File: config.mk
export PLATFORM = sky130hd
export DESIGN_NAME = bbel_encoder
export DESIGN_NICKNAME = d
export VERILOG_FILES = /design/src/rtl/bbel_pkg.sv /design/src/rtl/bbel_row_parity.sv /design/src/rtl/bbel_check_gen.sv /design/src/rtl/bbel_out_stage.sv /design/src/rtl/bbel_encoder.sv
export SDC_FILE = /design/constraint.sdc
export NUM_CORES = 1
export LEC_CHECK = 0
export BUFFER_PORTS_ARGS = -buffer_cell sky130_fd_sc_hd__clkbuf_2
export CORE_MARGIN = 8
export CORE_UTILIZATION = 50
export CTS_CLUSTER_DIAMETER = 120
export CTS_CLUSTER_SIZE = 24
export DETAILED_ROUTE_END_ITERATION = 8
export HOLD_SLACK_MARGIN = 0.03
export PLACE_DENSITY = 0.89
export SETUP_SLACK_MARGIN = 0.1
export SYNTH_ARGS = -nofsm -noshare
export SYNTH_HDL_FRONTEND = slang
export SYNTH_SLANG_ARGS = --single-unit
File: constraint.sdc
create_clock -name clk -period 2.9 [get_ports clk]
set_input_delay 0.87 -clock clk [delete_from_list [all_inputs] [get_ports clk]]
set_output_delay 0.87 -clock clk [all_outputs]
set_load 0.01 [all_outputs]
File: src/rtl/bbel_pkg.sv
package bbel_pkg;

    localparam int NIB_W      = 4;
    localparam int BLK_BYTES  = 8;
    localparam int BLK_W      = NIB_W * BLK_BYTES;
    localparam int CHK_BYTES  = 2;
    localparam int CHK_W      = NIB_W * CHK_BYTES;
    localparam int NUM_BLK    = (1 << CHK_BYTES) - 1;
    localparam int FULL_CODE  = NUM_BLK * BLK_W;
    localparam int FULL_DATA  = FULL_CODE - CHK_W;
    localparam int CUT_COLS   = 24;
    localparam int SHORT_DATA = FULL_DATA - CUT_COLS;
    localparam int TBL_LEN    = 2 * NIB_W;

    // columns that carry the check bits (systematic identity)
    localparam int CHK_UP_COL = 0;        // check bits 4..7
    localparam int CHK_LO_COL = BLK_W;    // check bits 0..3

    // one matrix column split into the two check-byte rows
    typedef struct packed {
        logic [NIB_W-1:0] upper;
        logic [NIB_W-1:0] lower;
    } hcol_t;

    // which check-byte rows of a block hold odd-weight matrices
    // (bit 1 = lower row, bit 0 = upper row); value is block + 1
    typedef enum logic [1:0] {
        PAT_NONE      = 2'b00,
        PAT_UPPER_ODD = 2'b01,
        PAT_LOWER_ODD = 2'b10,
        PAT_BOTH_ODD  = 2'b11
    } blk_pat_t;

    function automatic blk_pat_t block_pattern(input int blk);
        return blk_pat_t'(blk + 1);
    endfunction

    // m-th even-weight nibble in ascending order
    function automatic logic [NIB_W-1:0] even_vec(input int m);
        int seen;
        logic [NIB_W-1:0] res;
        seen = 0;
        res  = '0;
        for (int v = 0; v < (1 << NIB_W); v++) begin
            if (!(^v[NIB_W-1:0])) begin
                if (seen == m) res = v[NIB_W-1:0];
                seen++;
            end
        end
        return res;
    endfunction

    // entry i of the odd-weight column table
    function automatic logic [NIB_W-1:0] odd_col(input int i);
        logic [NIB_W-2:0] p;
        logic [NIB_W-2:0] low;
        p = 3'b001;
        for (int n = 0; n < i; n++)
            p = {p[1:0], 1'b0} ^ (p[2] ? 3'b011 : 3'b000);
        low = (i == 0) ? '0 : p;
        return {low, ~^low};
    endfunction

    function automatic logic [NIB_W-1:0] ident_col(input int t);
        return NIB_W'(1) << t;
    endfunction

    // full parity-check column for code column c
    function automatic hcol_t h_column(input int c);
        int       blk;
        int       byt;
        int       t;
        hcol_t    col;
        blk_pat_t pat;
        blk = c / BLK_W;
        byt = (c % BLK_W) / NIB_W;
        t   = c % NIB_W;
        pat = block_pattern(blk);
        col = '0;
        case (pat)
            PAT_UPPER_ODD: begin
                col.lower = even_vec(byt);
                col.upper = ident_col(t);
            end
            PAT_LOWER_ODD: begin
                col.lower = ident_col(t);
                col.upper = even_vec(byt);
            end
            PAT_BOTH_ODD: begin
                col.lower = ident_col(t);
                col.upper = odd_col((byt + t) % TBL_LEN);
            end
            default: col = '0;
        endcase
        return col;
    endfunction

    // data bit d -> code column, skipping the two check nibbles
    function automatic int data_col(input int d);
        if (d < CHK_LO_COL - NIB_W)
            return d + NIB_W;
        return d + 2 * NIB_W;
    endfunction

    // selection mask of check row 'row' over the data bits
    function automatic logic [FULL_DATA-1:0] row_mask(input int row, input int ndata);
        logic [FULL_DATA-1:0] m;
        hcol_t                col;
        m = '0;
        for (int d = 0; d < ndata; d++) begin
            col  = h_column(data_col(d));
            m[d] = col[row];
        end
        return m;
    endfunction

endpackage

File: src/rtl/bbel_row_parity.sv
module bbel_row_parity #(
    parameter int ROW    = 0,
    parameter int DATA_W = 88
) (
    input  logic [DATA_W-1:0] data,
    output logic              par
);
    import bbel_pkg::*;

    localparam logic [FULL_DATA-1:0] MASK_FULL = row_mask(ROW, DATA_W);
    localparam logic [DATA_W-1:0]    MASK      = MASK_FULL[DATA_W-1:0];

    logic [DATA_W-1:0] picked;

    always_comb begin
        picked = data & MASK;
        par    = ^picked;
    end

endmodule

File: src/rtl/bbel_check_gen.sv
module bbel_check_gen #(
    parameter int DATA_W = 88
) (
    input  logic [DATA_W-1:0]           data,
    output logic [bbel_pkg::CHK_W-1:0]  check
);
    import bbel_pkg::*;

    generate
        for (genvar k = 0; k < CHK_W; k++) begin : g_row
            bbel_row_parity #(
                .ROW    (k),
                .DATA_W (DATA_W)
            ) u_row (
                .data (data),
                .par  (check[k])
            );
        end
    endgenerate

endmodule

File: src/rtl/bbel_out_stage.sv
module bbel_out_stage #(
    parameter int DATA_W = 88
) (
    input  logic                                 clk,
    input  logic                                 rst,
    input  logic                                 cap_en,
    input  logic [DATA_W-1:0]                    data,
    input  logic [bbel_pkg::CHK_W-1:0]           check,
    output logic                                 out_valid,
    output logic [DATA_W+bbel_pkg::CHK_W-1:0]    out_code
);
    import bbel_pkg::*;

    localparam int CODE_W = DATA_W + CHK_W;

    always_ff @(posedge clk) begin
        if (rst) begin
            out_valid <= 1'b0;
            out_code  <= '0;
        end else begin
            out_valid <= cap_en;
            if (cap_en)
                out_code <= {check, data};
        end
    end

    AST_VALID_FOLLOWS: assert property (@(posedge clk) disable iff (rst)
        cap_en |=> out_valid);
    AST_VALID_DROPS: assert property (@(posedge clk) disable iff (rst)
        !cap_en |=> !out_valid);
    AST_DATA_PASS: assert property (@(posedge clk) disable iff (rst)
        cap_en |=> (out_code[DATA_W-1:0] == $past(data)));
    AST_CHECK_CAPTURE: assert property (@(posedge clk) disable iff (rst)
        cap_en |=> (out_code[CODE_W-1:DATA_W] == $past(check)));
    AST_HOLD_IDLE: assert property (@(posedge clk) disable iff (rst)
        !cap_en |=> $stable(out_code));

endmodule

File: src/rtl/bbel_encoder.sv
module bbel_encoder #(
    parameter bit SHORTENED = 1'b0,
    parameter int DATA_W    = SHORTENED ? bbel_pkg::SHORT_DATA : bbel_pkg::FULL_DATA,
    parameter int CODE_W    = DATA_W + bbel_pkg::CHK_W
) (
    input  logic              clk,
    input  logic              rst,
    input  logic              in_valid,
    input  logic [DATA_W-1:0] in_data,
    output logic              out_valid,
    output logic [CODE_W-1:0] out_code
);
    import bbel_pkg::*;

    logic [CHK_W-1:0] check_w;

    bbel_check_gen #(
        .DATA_W (DATA_W)
    ) u_check (
        .data  (in_data),
        .check (check_w)
    );

    bbel_out_stage #(
        .DATA_W (DATA_W)
    ) u_out (
        .clk       (clk),
        .rst       (rst),
        .cap_en    (in_valid),
        .data      (in_data),
        .check     (check_w),
        .out_valid (out_valid),
        .out_code  (out_code)
    );

    // an all-zero word must encode to all-zero check bits
    always_comb begin
        if (in_data == '0)
            AST_ZERO_WORD: assert (check_w == '0);
    end

endmodule

==> results.py, run 1 <==
metrics = {
    "cells_and_area": {
        "fillers": 826,
        "fin_util": 0.6330,
        "nets": 748,
        "insertedDiodeCount": 0,
        "drive_gt1_frac": 0.3218,
        "regArea_um2": 1942,
        "multi_input_area_um2": 3077,
        "syn2layout_area_growth_pct": 25.37,
    },
    "routing": {
        "drt_iter0_markers": 178,
        "vias": 3914,
        "drtPass1Iterations": 4,
        "routedWlPerCell_um": 17.84,
        "wl_um": 14240,
        "drc": 0,
        "vias_per_cell": 4.905,
        "detail-route-antenna-nets": 0,
    },
    "clocking": {
        "cts_buffers": 9,
        "h-tree-depth": 3,
        "cts_sinks": 97,
        "cts_buffer_depth": 2,
        "cts-resized-gates": 0,
        "cts_tree": "yes",
        "cts_setup_buffers": 0,
        "worstSkewPairLatency_ps": 360,
        "cts.clk_slew.worst_paths_ps": 90,
        "cts_root_buf": "clkbuf_8",
        "holdBufCountCts": 0,
    },
    "logic_synthesis": {
        "ys_seq_area_frac": 0.3794,
        "synth_cell_type_count": 17,
        "syn_avg_cell_area_um2": 10.78,
        "ys_ff_latch": 97,
        "syn_nets": 566,
        "syn_inst": 475,
        "ys_warn_count": 0,
        "syn-cell-area_um2": 5119,
    },
    "setup_path": {
        "critPathCapture": "u_out.out_code[91]",
        "path_cells": "clkbuf_2 -> xnor2_1 -> xnor2_1 -> xnor3_1 -> xnor3_1 -> mux2i_1 -> nor2_1",
        "critPathSlowestCell": "xnor3_1",
        "cp-end-kind": "register",
        "crit_arrival_ps": 2570,
        "r2r-start": "u_out.out_code[89]",
        "path_max_fanout": 3,
        "reg2reg_setup_slack_ps": 2210,
        "worstSetupStartpointType": "input port",
        "crit_required_ps": 3130,
        "slowest_delay_ps": 510,
        "worstSetupPathType": "in2reg",
        "cp-startpoint": "in_data[67]",
        "r2r-end": "u_out.out_code[89]",
        "r2r_cells": 3,
    },
    "global_route": {
        "grt_pass1_vias": 4091,
        "antenna_found_initial": 0,
        "overflow": 0,
        "grt_max_degree": 44,
        "grtUsageTotal": 0.2068,
        "grt_pass1_wl_um": 21620,
    },
    "timing": {
        "finalMaxSlewViolations": 0,
        "setup_violations": 0,
        "hold_violations": 0,
        "worst_pin_slew_ps": 473.6,
        "max_freq_mhz": 427.2,
        "min_period_ps": 2341,
        "finClkSkew_ps": 0,
        "grt_setup_unrepaired": "false",
        "timing.slew.headroom": 0.6820,
        "fin_crit_sh": 0.8072,
        "fin_tns_setup_ps": 0,
    },
    "worst_hold_path": {
        "hp-class": "reg2reg",
        "holdPathStages": 2,
    },
    "floorplan": {
        "start_util": 0.5049,
        "pin_count": 188,
        "core_um2": 10140,
        "die_h_um": 117.2,
        "rows": 37,
        "die_w_um": 117.2,
        "dieArea_um2": 13730,
    },
    "job": {
        "max-cap-violations": 0,
    },
    "power": {
        "p_per_area_nw_per_um2": 626.2,
        "power_frac_clock": 0.228,
        "power_frac_seq": 0.375,
        "leakagePower_nw": 3.181,
        "p_int_w": 0.002811,
        "swShare": 0.3005,
        "p_total_w": 0.004019,
        "combPwrFrac": 0.397,
        "p_switching_w": 0.001208,
        "vdd_drop_max_mv": 0.2747,
    },
    "run_status": {
        "status": "completed",
    },
    "place": {
        "numPortBuffers": 187,
        "gp_congestion": 0.8431,
        "dp_hpwl_um": 11700,
    },
}
## worst min path at each step
stage / to / startpoint / slack (ps)
after global placement: u_out.out_code[76] / u_out.out_code[76] / 470
after detailed placement: u_out.out_code[94] / u_out.out_code[94] / 480
final: u_out.out_code[24] / u_out.out_code[24] / 500
after global routing: u_out.out_code[29] / u_out.out_code[29] / 530
after CTS: u_out.out_code[94] / u_out.out_code[94] / 500
after floorplan: u_out.out_code[92] / u_out.out_code[92] / 500
## cell usage after synthesis
cell      count  area share
xnor2_1     119        0.20
dfxtp_1      97        0.38
mux2i_1      92        0.18
nor2_1       91       0.067
xnor3_1      20       0.088
xor2_1       15       0.026
clkbuf_1     14       0.010
buf_2         5      0.0049
xnor2_2       4       0.013
buf_1         3      0.0022
inv_1         3      0.0022
nand2b_1      3      0.0037
a22o_1        2      0.0034
nor2b_1       2      0.0024
o22ai_1       2      0.0024
xor3_1        2      0.0093
xor2_2        1      0.0032
## sequential cells by signal, summed over array words and instances, names as in the netlist
signal,cells
u_out.out_code,96
u_out.out_valid,1
## cell families after synthesis
| family | after synthesis | synth area share |
|---|---|---|
| xor+xnor | 161 | 0.3425 |
| flops | 97 | 0.3794 |
| simple gates | 96 | 0.07284 |
| mux | 92 | 0.1799 |
| buf+inv | 25 | 0.01955 |
| compound gates | 4 | 0.005867 |
## cell type report
cell class / instances / area share
multi-input combinational: 353 / 0.4794
sequential: 97 / 0.3026
timing repair buffer: 193 / 0.1575
tap: 136 / 0.02652
clock buffer: 12 / 0.02418
clock inverter: 4 / 0.007994
inverter: 3 / 0.001755
## worst max-delay path, delay by kind of cell
| family | cells | cell delay [ps] |
|---|---|---|
| mux | 1 | 150 |
| buf+inv | 1 | 110 |
| xor+xnor | 4 | 1400 |
| simple gates | 1 | 50 |
## cells in the final DEF (no fill, tap or decap)
cell type,n
clkinvlp_4,1
xor3_1,2
a22o_1,2
xnor2_2,4
nor2b_1,2
nand2b_1,3
xor2_2,1
nor2_1,91
bufinv_16,1
buf_4,6
xnor3_1,20
xor2_1,15
mux2i_1,92
clkbuf_2,185
clkinv_2,1
dfxtp_1,97
clkbuf_1,1
clkinv_4,1
buf_12,2
xnor2_1,119
o22ai_1,2
inv_1,3
clkbuf_8,11
## per-layer routing
metal  part of all wire  track usage  up-vias
met2               0.50       0.3557      136
met3              0.078      0.06208       22
met4              0.023      0.07082        0
li1                   -            -     1902
met5                  0            0        -
met1               0.40       0.2391     1854
## per-stage QoR
step           worst slack (ps)  instances  area, um^2  hold WS, ps
2_1_floorplan             500.2        475        5119        504.4
3_3_place_gp              286.9        782        6211        471.8
3_5_place_dp              210.1        782        6211        479.5
4_1_cts                   599.2        798        6417        498.0
5_1_grt                   487.3        798        6417        525.4
6_report                  559.2        798        6417        500.0
## power by group through the flow
stage / Sequential (W) / Clock (W) / Combinational [W]
after floorplan: 0.00158 / 0 / 0.00112
after global placement: 0.00153 / 0 / 0.00156
after detailed placement: 0.00154 / 0 / 0.00160
after CTS: 0.00151 / 0.000934 / 0.00160
after global routing: 0.00152 / 0.000986 / 0.00172
final: 0.00151 / 0.000917 / 0.00159
No activity file was read; power rests on OpenSTA's default activity.
==> inputs of run 2 (changes only) <==
Clock period 2.9 ns to 2.2 ns, I/O delays scaled along.
==> run 2 against run 1 <==
  * Largest cell class unchanged
  * Non-clock buffer count up 54
  * Clock skew unchanged
  * Sequential power up 31%
  * Final cell count up 6.8%
  * Critical endpoint is now u_out.out_code[92]
  * Power up 35%
  * Worst hold slack worse by 11 ps
==> results.py, run 2 (synthesized netlist as in run 1, its figures left out) <==
metrics = {
    "run_status": {
        "status": "completed",
    },
    "timing": {
        "timing.slew.headroom": 0.6782,
        "max_freq_mhz": 494.7,
        "finalWorstSetupSlack_ps": 178.5,
        "fin_crit_sh": 0.9189,
        "setup_violations": 0,
        "grt_setup_unrepaired": "false",
        "worst_hold_slack_ps": 489.0,
        "min_period_ps": 2022,
        "hold_violations": 0,
        "finalMaxSlewViolations": 0,
        "worst_pin_slew_ps": 479.3,
        "fin_tns_setup_ps": 0,
        "finClkSkew_ps": 0,
    },
    "setup_path": {
        "worstSetupStartpointType": "input port",
        "path_max_fanout": 3,
        "crit_required_ps": 2490,
        "slowest_delay_ps": 460,
        "critPathSlowestCell": "xnor3_1",
        "crit_family": "XOR/XNOR gates",
        "crit_buf_inv": 2,
        "crit_arrival_ps": 2310,
        "worstSetupPathType": "in2reg",
        "cp_common_cell": "xnor2_1",
        "path_cells": "clkbuf_2 -> xor2_1 -> buf_4 -> xnor2_1 -> xnor2_1 -> xnor2_1 -> xnor3_1 -> o22ai_1",
        "cp-end-kind": "register",
    },
    "power": {
        "p_int_w": 0.003779,
        "power_frac_seq": 0.367,
        "p_switching_w": 0.001627,
        "swShare": 0.3009,
        "power_frac_clock": 0.215,
        "p_per_area_nw_per_um2": 790.5,
        "vdd_drop_max_mv": 0.3834,
        "leakagePower_nw": 3.445,
        "combPwrFrac": 0.417,
        "p_total_w": 0.005405,
    },
    "global_route": {
        "grt_pass1_vias": 4494,
        "antenna_found_initial": 0,
        "overflow": 0,
        "grt_pass1_wl_um": 22780,
        "grtUsageTotal": 0.2203,
        "grt_max_degree": 39,
    },
    "clocking": {
        "cts_buffers": 9,
        "cts_tree": "yes",
        "cts_root_buf": "clkbuf_8",
        "cts.clk_slew.worst_paths_ps": 90,
        "cts_sinks": 97,
        "cts_setup_buffers": 0,
        "h-tree-depth": 3,
        "cts_buffer_depth": 2,
        "worstSkewPairLatency_ps": 360,
    },
    "cells_and_area": {
        "syn2layout_area_growth_pct": 33.59,
        "drive_gt1_frac": 0.3743,
        "mostFrequentLayoutCells": "clkbuf_2 (184), xnor2_1 (117), dfxtp_1 (97), mux2i_1 (92), nor2_1 (91)",
        "nets": 802,
        "fillers": 758,
        "mostFrequentLayoutCell": "clkbuf_2",
        "top_register": "u_out.out_code",
        "largest_register_ffs": 96,
        "reg.largest.list": "u_out.out_code (96), u_out.out_valid (1)",
        "insertedDiodeCount": 0,
        "fin_area_um2": 6838,
    },
    "job": {
        "max-cap-violations": 0,
    },
    "routing": {
        "vias": 4136,
        "drt_iter0_markers": 215,
        "detail-route-antenna-nets": 0,
        "drtPass1Iterations": 4,
        "vias_per_cell": 4.854,
        "drc": 0,
        "wl_um": 14850,
        "routedWlPerCell_um": 17.43,
    },
    "floorplan": {
        "core_um2": 10140,
        "rows": 37,
        "die_w_um": 117.2,
        "dieArea_um2": 13730,
        "start_util": 0.5049,
        "pin_count": 188,
        "die_h_um": 117.2,
    },
    "place": {
        "dpl_cell_area_um2": 6636,
        "numPortBuffers": 187,
        "post-place-ws_ps": -193.2,
        "dp_hpwl_um": 12290,
        "gp_congestion": 0.8437,
    },
    "worst_hold_path": {
        "hp-class": "reg2reg",
    },
}
run 2: changes by cell type in the layout (fill, tap and decap cells not counted), sizes merged:
cell,change
buf,+55
clkinv,-2
clkbuf,+1
run 2: routing by layer:
| layer | up-vias | wire length, um | track usage |
|---|---|---|---|
| met5 | - | 0 | 0 |
| met4 | 0 | 468 | 0.09812 |
| met3 | 36 | 1132 | 0.06927 |
| met2 | 149 | 7331 | 0.3728 |
| met1 | 1935 | 5922 | 0.2495 |
| li1 | 2016 | - | - |
run 2: final cells by class:
type | count | area [um^2] | share of cell area
clock inverters | 2 | 37.54 | 0.005489
repair buffers | 247 | 1429 | 0.2090
inverters | 3 | 11.26 | 0.001647
clock buffers | 14 | 152.6 | 0.02232
well taps | 136 | 170.2 | 0.02489
flip-flops and latches | 97 | 1942 | 0.2840
multi-input cells | 353 | 3095 | 0.4527
run 2: metrics by stage:
| step | instances | utilization |
|---|---|---|
| 2_1_floorplan | 475 | - |
| 3_3_place_gp | 836 | 0.6546 |
| 3_5_place_dp | 836 | 0.6546 |
| 4_1_cts | 852 | 0.6733 |
| 5_1_grt | 852 | 0.6744 |
| 6_report | 852 | 0.6744 |
run 2: worst paths after layout:
check | startpoint | endpoint | slack [ps] | cells after the start
worst max-delay path | in_data[55] | u_out.out_code[92] | 180 | 8
worst min-delay path | u_out.out_code[94] | u_out.out_code[94] | 490 | 1
worst max register to register | u_out.out_code[89] | u_out.out_code[89] | 1470 | 3
worst min register to register | u_out.out_code[94] | u_out.out_code[94] | 490 | 1
run 2: repair_timing:
action	CTS	global route
hold buffers	0	0
resized for setup	0	4
endpoints found under the setup margin	0	2
run 2: power by group through the flow:
stage	Sequential [W]	Clock, W	Combinational, W
6_report	0.00198	0.00116	0.00226
5_1_grt	0.00200	0.00127	0.00242
4_1_cts	0.00199	0.00119	0.00227
3_3_place_gp	0.00202	0	0.00219
2_1_floorplan	0.00209	0	0.00148
3_5_place_dp	0.00202	0	0.00226
